File: src/rtl/tlbp_pkg.sv
package tlbp_pkg;

    typedef enum logic [1:0] {
        ACC_READ  = 2'b00,
        ACC_WRITE = 2'b01,
        ACC_FETCH = 2'b10,
        ACC_RSVD  = 2'b11
    } acc_e;

    typedef struct packed {
        logic present;
        logic rd;
        logic wr;
        logic ex;
        logic nx;
    } perm_t;

    typedef enum logic [1:0] {
        ST_IDLE  = 2'b00,
        ST_HIT   = 2'b01,
        ST_MISS  = 2'b10,
        ST_FAULT = 2'b11
    } rsp_state_e;

endpackage

File: src/rtl/tlbp_entry_array.sv
module tlbp_entry_array
    import tlbp_pkg::*;
#(
    parameter int N_SLOTS = 16,
    parameter int VPN_W   = 20,
    parameter int PFN_W   = 20,
    localparam int IDX_W  = $clog2(N_SLOTS)
) (
    input  logic             clk,
    input  logic             rst,
    input  logic             clear,
    input  logic             wr_en,
    input  logic [IDX_W-1:0] wr_idx,
    input  logic [VPN_W-1:0] wr_vpn,
    input  logic [PFN_W-1:0] wr_pfn,
    input  perm_t            wr_perm,
    input  logic [VPN_W-1:0] lk_vpn,
    output logic             lk_hit,
    output logic [PFN_W-1:0] lk_pfn,
    output perm_t            lk_perm,
    output logic             fl_hit,
    output logic [IDX_W-1:0] fl_idx
);

    logic [N_SLOTS-1:0] occ_q;
    logic [VPN_W-1:0]   vpn_q  [N_SLOTS];
    logic [PFN_W-1:0]   pfn_q  [N_SLOTS];
    perm_t              perm_q [N_SLOTS];

    logic [N_SLOTS-1:0] lk_match;
    logic [N_SLOTS-1:0] fl_match;

    // parallel comparators, one pair per slot
    for (genvar g = 0; g < N_SLOTS; g++) begin : g_cmp
        assign lk_match[g] = occ_q[g] && (vpn_q[g] == lk_vpn);
        assign fl_match[g] = occ_q[g] && (vpn_q[g] == wr_vpn);
    end

    // lowest matching slot wins
    always_comb begin
        lk_hit  = 1'b0;
        lk_pfn  = '0;
        lk_perm = '0;
        fl_hit  = 1'b0;
        fl_idx  = '0;
        for (int i = N_SLOTS - 1; i >= 0; i--) begin
            if (lk_match[i]) begin
                lk_hit  = 1'b1;
                lk_pfn  = pfn_q[i];
                lk_perm = perm_q[i];
            end
            if (fl_match[i]) begin
                fl_hit = 1'b1;
                fl_idx = IDX_W'(i);
            end
        end
    end

    always_ff @(posedge clk) begin
        if (rst || clear) begin
            occ_q <= '0;
        end else if (wr_en) begin
            occ_q[wr_idx] <= 1'b1;
        end
    end

    always_ff @(posedge clk) begin
        if (wr_en && !clear && !rst) begin
            vpn_q[wr_idx]  <= wr_vpn;
            pfn_q[wr_idx]  <= wr_pfn;
            perm_q[wr_idx] <= wr_perm;
        end
    end

endmodule

File: src/rtl/tlbp_rr_ptr.sv
module tlbp_rr_ptr #(
    parameter int N_SLOTS = 16,
    localparam int IDX_W  = $clog2(N_SLOTS)
) (
    input  logic             clk,
    input  logic             rst,
    input  logic             clear,
    input  logic             advance,
    output logic [IDX_W-1:0] ptr
);

    logic [IDX_W-1:0] ptr_q;

    always_ff @(posedge clk) begin
        if (rst || clear) begin
            ptr_q <= '0;
        end else if (advance) begin
            if (ptr_q == IDX_W'(N_SLOTS - 1)) begin
                ptr_q <= '0;
            end else begin
                ptr_q <= ptr_q + 1'b1;
            end
        end
    end

    assign ptr = ptr_q;

endmodule

File: src/rtl/tlbp_perm_check.sv
module tlbp_perm_check
    import tlbp_pkg::*;
(
    input  perm_t perm,
    input  acc_e  acc,
    output logic  allow
);

    always_comb begin
        allow = 1'b0;
        if (perm.present) begin
            unique case (acc)
                ACC_READ:  allow = perm.rd;
                ACC_WRITE: allow = perm.wr;
                ACC_FETCH: allow = perm.ex && !perm.nx;
                ACC_RSVD:  allow = 1'b0;
                default:   allow = 1'b0;
            endcase
        end
    end

endmodule

File: src/rtl/tlb_prot.sv
module tlb_prot
    import tlbp_pkg::*;
#(
    parameter int N_SLOTS = 16,
    parameter int VA_W    = 32,
    parameter int OFF_W   = 12,
    parameter int PFN_W   = 20,
    localparam int VPN_W  = VA_W - OFF_W,
    localparam int PA_W   = PFN_W + OFF_W,
    localparam int IDX_W  = $clog2(N_SLOTS)
) (
    input  logic             clk,
    input  logic             rst,
    input  logic             req_valid,
    input  logic [VA_W-1:0]  req_vaddr,
    input  logic [1:0]       req_acc,
    input  logic             fill_valid,
    input  logic [VPN_W-1:0] fill_vpn,
    input  logic [PFN_W-1:0] fill_pfn,
    input  logic             fill_present,
    input  logic             fill_rd,
    input  logic             fill_wr,
    input  logic             fill_ex,
    input  logic             fill_nx,
    input  logic             flush,
    output logic             resp_hit,
    output logic             resp_miss,
    output logic             resp_fault,
    output logic [PA_W-1:0]  resp_paddr
);

    rsp_state_e       state_q, state_d;
    logic [PA_W-1:0]  paddr_q;

    logic             lk_hit;
    logic [PFN_W-1:0] lk_pfn;
    perm_t            lk_perm;
    logic             fl_hit;
    logic [IDX_W-1:0] fl_idx;
    logic [IDX_W-1:0] victim;
    logic             allow;
    logic             wr_en;
    logic [IDX_W-1:0] wr_idx;
    perm_t            new_perm;

    assign new_perm = '{present: fill_present, rd: fill_rd, wr: fill_wr,
                        ex: fill_ex, nx: fill_nx};
    assign wr_en    = fill_valid && !flush;
    assign wr_idx   = fl_hit ? fl_idx : victim;

    tlbp_entry_array #(
        .N_SLOTS (N_SLOTS),
        .VPN_W   (VPN_W),
        .PFN_W   (PFN_W)
    ) array_i (
        .clk     (clk),
        .rst     (rst),
        .clear   (flush),
        .wr_en   (wr_en),
        .wr_idx  (wr_idx),
        .wr_vpn  (fill_vpn),
        .wr_pfn  (fill_pfn),
        .wr_perm (new_perm),
        .lk_vpn  (req_vaddr[VA_W-1:OFF_W]),
        .lk_hit  (lk_hit),
        .lk_pfn  (lk_pfn),
        .lk_perm (lk_perm),
        .fl_hit  (fl_hit),
        .fl_idx  (fl_idx)
    );

    tlbp_rr_ptr #(
        .N_SLOTS (N_SLOTS)
    ) ptr_i (
        .clk     (clk),
        .rst     (rst),
        .clear   (flush),
        .advance (wr_en && !fl_hit),
        .ptr     (victim)
    );

    tlbp_perm_check perm_i (
        .perm  (lk_perm),
        .acc   (acc_e'(req_acc)),
        .allow (allow)
    );

    // next-state choice
    always_comb begin
        if (!req_valid) begin
            state_d = ST_IDLE;
        end else if (!lk_hit) begin
            state_d = ST_MISS;
        end else if (allow) begin
            state_d = ST_HIT;
        end else begin
            state_d = ST_FAULT;
        end
    end

    // state register
    always_ff @(posedge clk) begin
        if (rst) begin
            state_q <= ST_IDLE;
            paddr_q <= '0;
        end else begin
            state_q <= state_d;
            paddr_q <= (state_d == ST_HIT) ? {lk_pfn, req_vaddr[OFF_W-1:0]} : '0;
        end
    end

    // outputs decoded from state
    always_comb begin
        resp_hit   = 1'b0;
        resp_miss  = 1'b0;
        resp_fault = 1'b0;
        unique case (state_q)
            ST_IDLE:  ;
            ST_HIT:   resp_hit   = 1'b1;
            ST_MISS:  resp_miss  = 1'b1;
            ST_FAULT: resp_fault = 1'b1;
            default:  ;
        endcase
    end

    assign resp_paddr = paddr_q;

endmodule

File: config.mk
export PLATFORM = sky130hd
export DESIGN_NAME = tlb_prot
export DESIGN_NICKNAME = d
export VERILOG_FILES = /design/src/rtl/tlbp_pkg.sv /design/src/rtl/tlbp_entry_array.sv /design/src/rtl/tlbp_rr_ptr.sv /design/src/rtl/tlbp_perm_check.sv /design/src/rtl/tlb_prot.sv
export SDC_FILE = /design/constraint.sdc
export NUM_CORES = 1
export LEC_CHECK = 0
export BUFFER_PORTS_ARGS = -buffer_cell sky130_fd_sc_hd__buf_4
export CORE_MARGIN = 2
export CORE_UTILIZATION = 50
export CTS_BUF_LIST = sky130_fd_sc_hd__clkbuf_4 sky130_fd_sc_hd__clkbuf_8
export DETAILED_ROUTE_END_ITERATION = 12
export GPL_TIMING_DRIVEN = 0
export PLACE_DENSITY = 0.67
export SLEW_MARGIN = 20
export SYNTH_ARGS = -nofsm -noshare
export SYNTH_HDL_FRONTEND = slang
export SYNTH_SLANG_ARGS = --single-unit
File: constraint.sdc
create_clock -name clk -period 6.4 [get_ports clk]
set_input_delay 0.64 -clock clk [delete_from_list [all_inputs] [get_ports clk]]
set_output_delay 0.64 -clock clk [all_outputs]
set_load 0.005 [all_outputs]
==> flow_metrics.tcl <==
set metrics [dict create \
    ys_ff_latch 774 \
    grt_start_max_net_pins 26 \
    cts_max_level 4 \
    internal-power_mw 8.16 \
    p_sw_frac 0.236 \
    synth_xor_area_frac 0.158 \
    p_sw_mw 2.52 \
    cts-resized-gates 0 \
    grt_util_all_layers 0.313 \
    grt_pass1_vias 24000 \
    grt.overflow.total 0 \
    num_rows 97 \
    finalHoldViolCount 0 \
    grt_pass1_wl_um 164000 \
    yosysWarnings 0 \
    path_clk_slew_ns 0.06 \
    holdWs_ns 0.0650 \
    antenna_found_initial 2 \
    maxCapViolCount 0 \
    cts_root_buf "clkbuf_8" \
    critPathArrivalTime_ns 6.37 \
    routabilityCongestion 0.953 \
    finClkSkew_ns 0.0297 \
    place_ws_ns -0.188 \
    final_cells 4006 \
    crit_end "array_i.pfn_q[1][19]" \
    cts_num_sinks 774 \
    synth-compound-area-share 0.0591 \
    cp-end-kind "flip-flop" \
    via_per_inst 6.06 \
    synth_nets 2783 \
    final_cell_mix "edfxtp_1 (720), xnor2_1 (421), xor2_1 (219), nand2_1 (158), clkbuf_8 (143)" \
    clockBufferDepth 3 \
    wire_per_inst_um 28.9 \
    placed_cells 3764 \
    synth_cells 2698 \
    fillers 5618 \
    period_needed_ns 5.88 \
    synth_edf_count 720 \
    ir_worst_vdd_v 0.000199 \
    final_common_cell "edfxtp_1" \
    seq_area_frac_synth 0.638 \
    setup_viol_count_final 0 \
    ff2ff_path_depth 12 \
    cts_buffers 134 \
    drtPass1Iterations 6 \
    synth_mux_area_frac 0.0128 \
    multi_input_area_um2 11900 \
    die_y_um 271 \
    start_util 0.506 \
    crit_fanout 24 \
    ys.flop_type "edfxtp_1" \
    die_area_um2 73300 \
    start_kind "input port" \
    r2r_setup_slack_ns 1.36 \
    p_leak_nw 13.4 \
    yosysUniqueCellTypes 68 \
    area_growth_pct 15.0 \
    postLayoutCoreUtil 0.582 \
    cts_tree "done" \
    drive_gt1_frac 0.162 \
    fin_ws_ns 0.519 \
    drtIter0Drc 2995 \
    synth_top_family_by_area "XOR/XNOR gates" \
    io_pins 119 \
    core-area_um2 70300 \
    crit_type "input port to flip-flop" \
    syn_area_um2 35600 \
    dp_hpwl_um 74200 \
    worst_hold_path_type "input port to flip-flop" \
    syn_area_per_cell_um2 13.2 \
    cts_hold_buf 0 \
    r2r-end "array_i.pfn_q[1][19]" \
    crit_start "fill_vpn[2]" \
    synthAdderAreaFrac 0.000352 \
    pwr-share-comb 0.057 \
    detail-route-antenna-nets 0 \
    async_flop_share 0 \
    rsz0062_at_grt "no" \
    crit_required_ns 6.89 \
    route.detailed.drc 0 \
    max_clock_freq_mhz 170 \
    io_buffers 98 \
    synth-simple-area-share 0.103 \
    num_vias 24300 \
    postCtsSetupBuffers 0 \
    relSlewSlack 0.141 \
    nets 3045 \
    chipWidth_um 271 \
    clk_latency_ns 0.81 \
    status "completed" \
    seqPwrFrac 0.519 \
    r2r-start "array_i.vpn_q[13][1]" \
    tightest_slew_ns 1.28 \
    regArea_um2 22700 \
    clkPwrFrac 0.424 \
    p_per_area_nw_per_um2 261 \
    slew_violations 0 \
    min_period_over_period 0.919 \
    drt-total-wl_um 116000 \
]
-- power groups by stage --
stage / combinational [mW] / sequential (mW) / clock, mW
after floorplan: 0.292 / 5.65 / 0
after global placement: 0.579 / 5.65 / 0
after detailed placement: 0.588 / 5.65 / 0
after CTS: 0.591 / 5.54 / 4.56
after global routing: 0.618 / 5.54 / 4.77
final: 0.607 / 5.54 / 4.53
-- stage by stage --
step / power (mW) / instance area [um2] / setup TNS, ns
after floorplan: 5.94 / 35600 / 0
after global placement: 6.23 / 37500 / -1571.81
after detailed placement: 6.24 / 38200 / -16.13
after CTS: 10.7 / 40900 / 0
after global routing: 10.9 / 40900 / 0
final: 10.7 / 40900 / 0
-- critical path, cell delays in order --
cell and delay (ns):
buf_4 0.41, clkbuf_1 0.75, buf_2 0.62, xnor2_1 0.20
nand3_1 0.13, nor4_1 0.34, nand4_1 0.33, nor2b_1 0.24
o21ai_0 0.15, nand3_1 0.09, o311ai_0 0.48, o21ai_1 0.33
clkbuf_1 0.51, nor2_4 0.80, buf_12 0.28
-- layer usage --
metal  up-vias  track usage  share of wire
met4         0        0.162          0.053
met2      1419        0.516           0.48
met5         -            0              0
met1     12100        0.393           0.37
li1      10400            -              -
met3       368       0.0618          0.096
-- Yosys cell counts, types with 6 or more instances --
master,count,share of area
nor2_1,147,0.016
edfxtp_1,720,0.61
nor4_1,77,0.014
nor2b_1,9,0.0016
nand2b_1,9,0.0016
inv_1,41,0.0043
buf_4,14,0.0030
xnor2_1,421,0.10
o31ai_1,22,0.0046
a21o_1,20,0.0042
clkbuf_1,77,0.0081
nand2_1,158,0.017
or2_2,6,0.0011
nor4_2,20,0.0070
or3_1,10,0.0018
nand3_1,85,0.012
o21ai_0,78,0.011
and2_1,9,0.0016
xor2_1,219,0.054
nand4_1,106,0.019
dfxtp_1,54,0.030
nor3_1,40,0.0056
mux2i_1,23,0.0065
a311oi_1,22,0.0054
buf_2,51,0.0072
a21oi_1,112,0.016
and3_1,11,0.0019
o21a_1,7,0.0015
buf_6,15,0.0047
a2111oi_0,22,0.0054
buf_1,8,0.00084
mux2_2,20,0.0063
-- logic make-up after synthesis --
| group | after synthesis |
|---|---|
| xor+xnor | 640 |
| fa+ha+maj | 1 |
| flops | 774 |
| simple gates | 704 |
| compound gates | 327 |
| buf+inv | 209 |
| mux | 43 |
-- worst min path at each step --
stage | start | to | slack (ns) | cells past startpoint
after floorplan | array_i.occ_q[12] | array_i.occ_q[12] | 0.44 | 2
after global placement | array_i.occ_q[7] | array_i.occ_q[7] | 0.48 | 2
after detailed placement | array_i.occ_q[6] | array_i.occ_q[6] | 0.50 | 2
after CTS | req_vaddr[8] | resp_paddr[8] | 0.01 | 3
after global routing | req_vaddr[11] | resp_paddr[11] | 0.05 | 3
final | req_vaddr[8] | resp_paddr[8] | 0.07 | 3
-- state kept, by name (all words and copies together), names as in the netlist --
register,count
state_q,2
resp_paddr,32
array_i.perm_q,80
array_i.occ_q,16
array_i.vpn_q,320
ptr_i.ptr,4
array_i.pfn_q,320
-- cell type report --
type	instances	share of cell area
sequential	774	0.555
clock buffer	191	0.0569
antenna	2	0.000122
clock inverter	49	0.00799
buffer	168	0.0218
multi-input combinational	1715	0.292
tap	940	0.0288
timing repair buffer	126	0.0334
inverter	41	0.00376
Power figures use the tool's default switching activity.
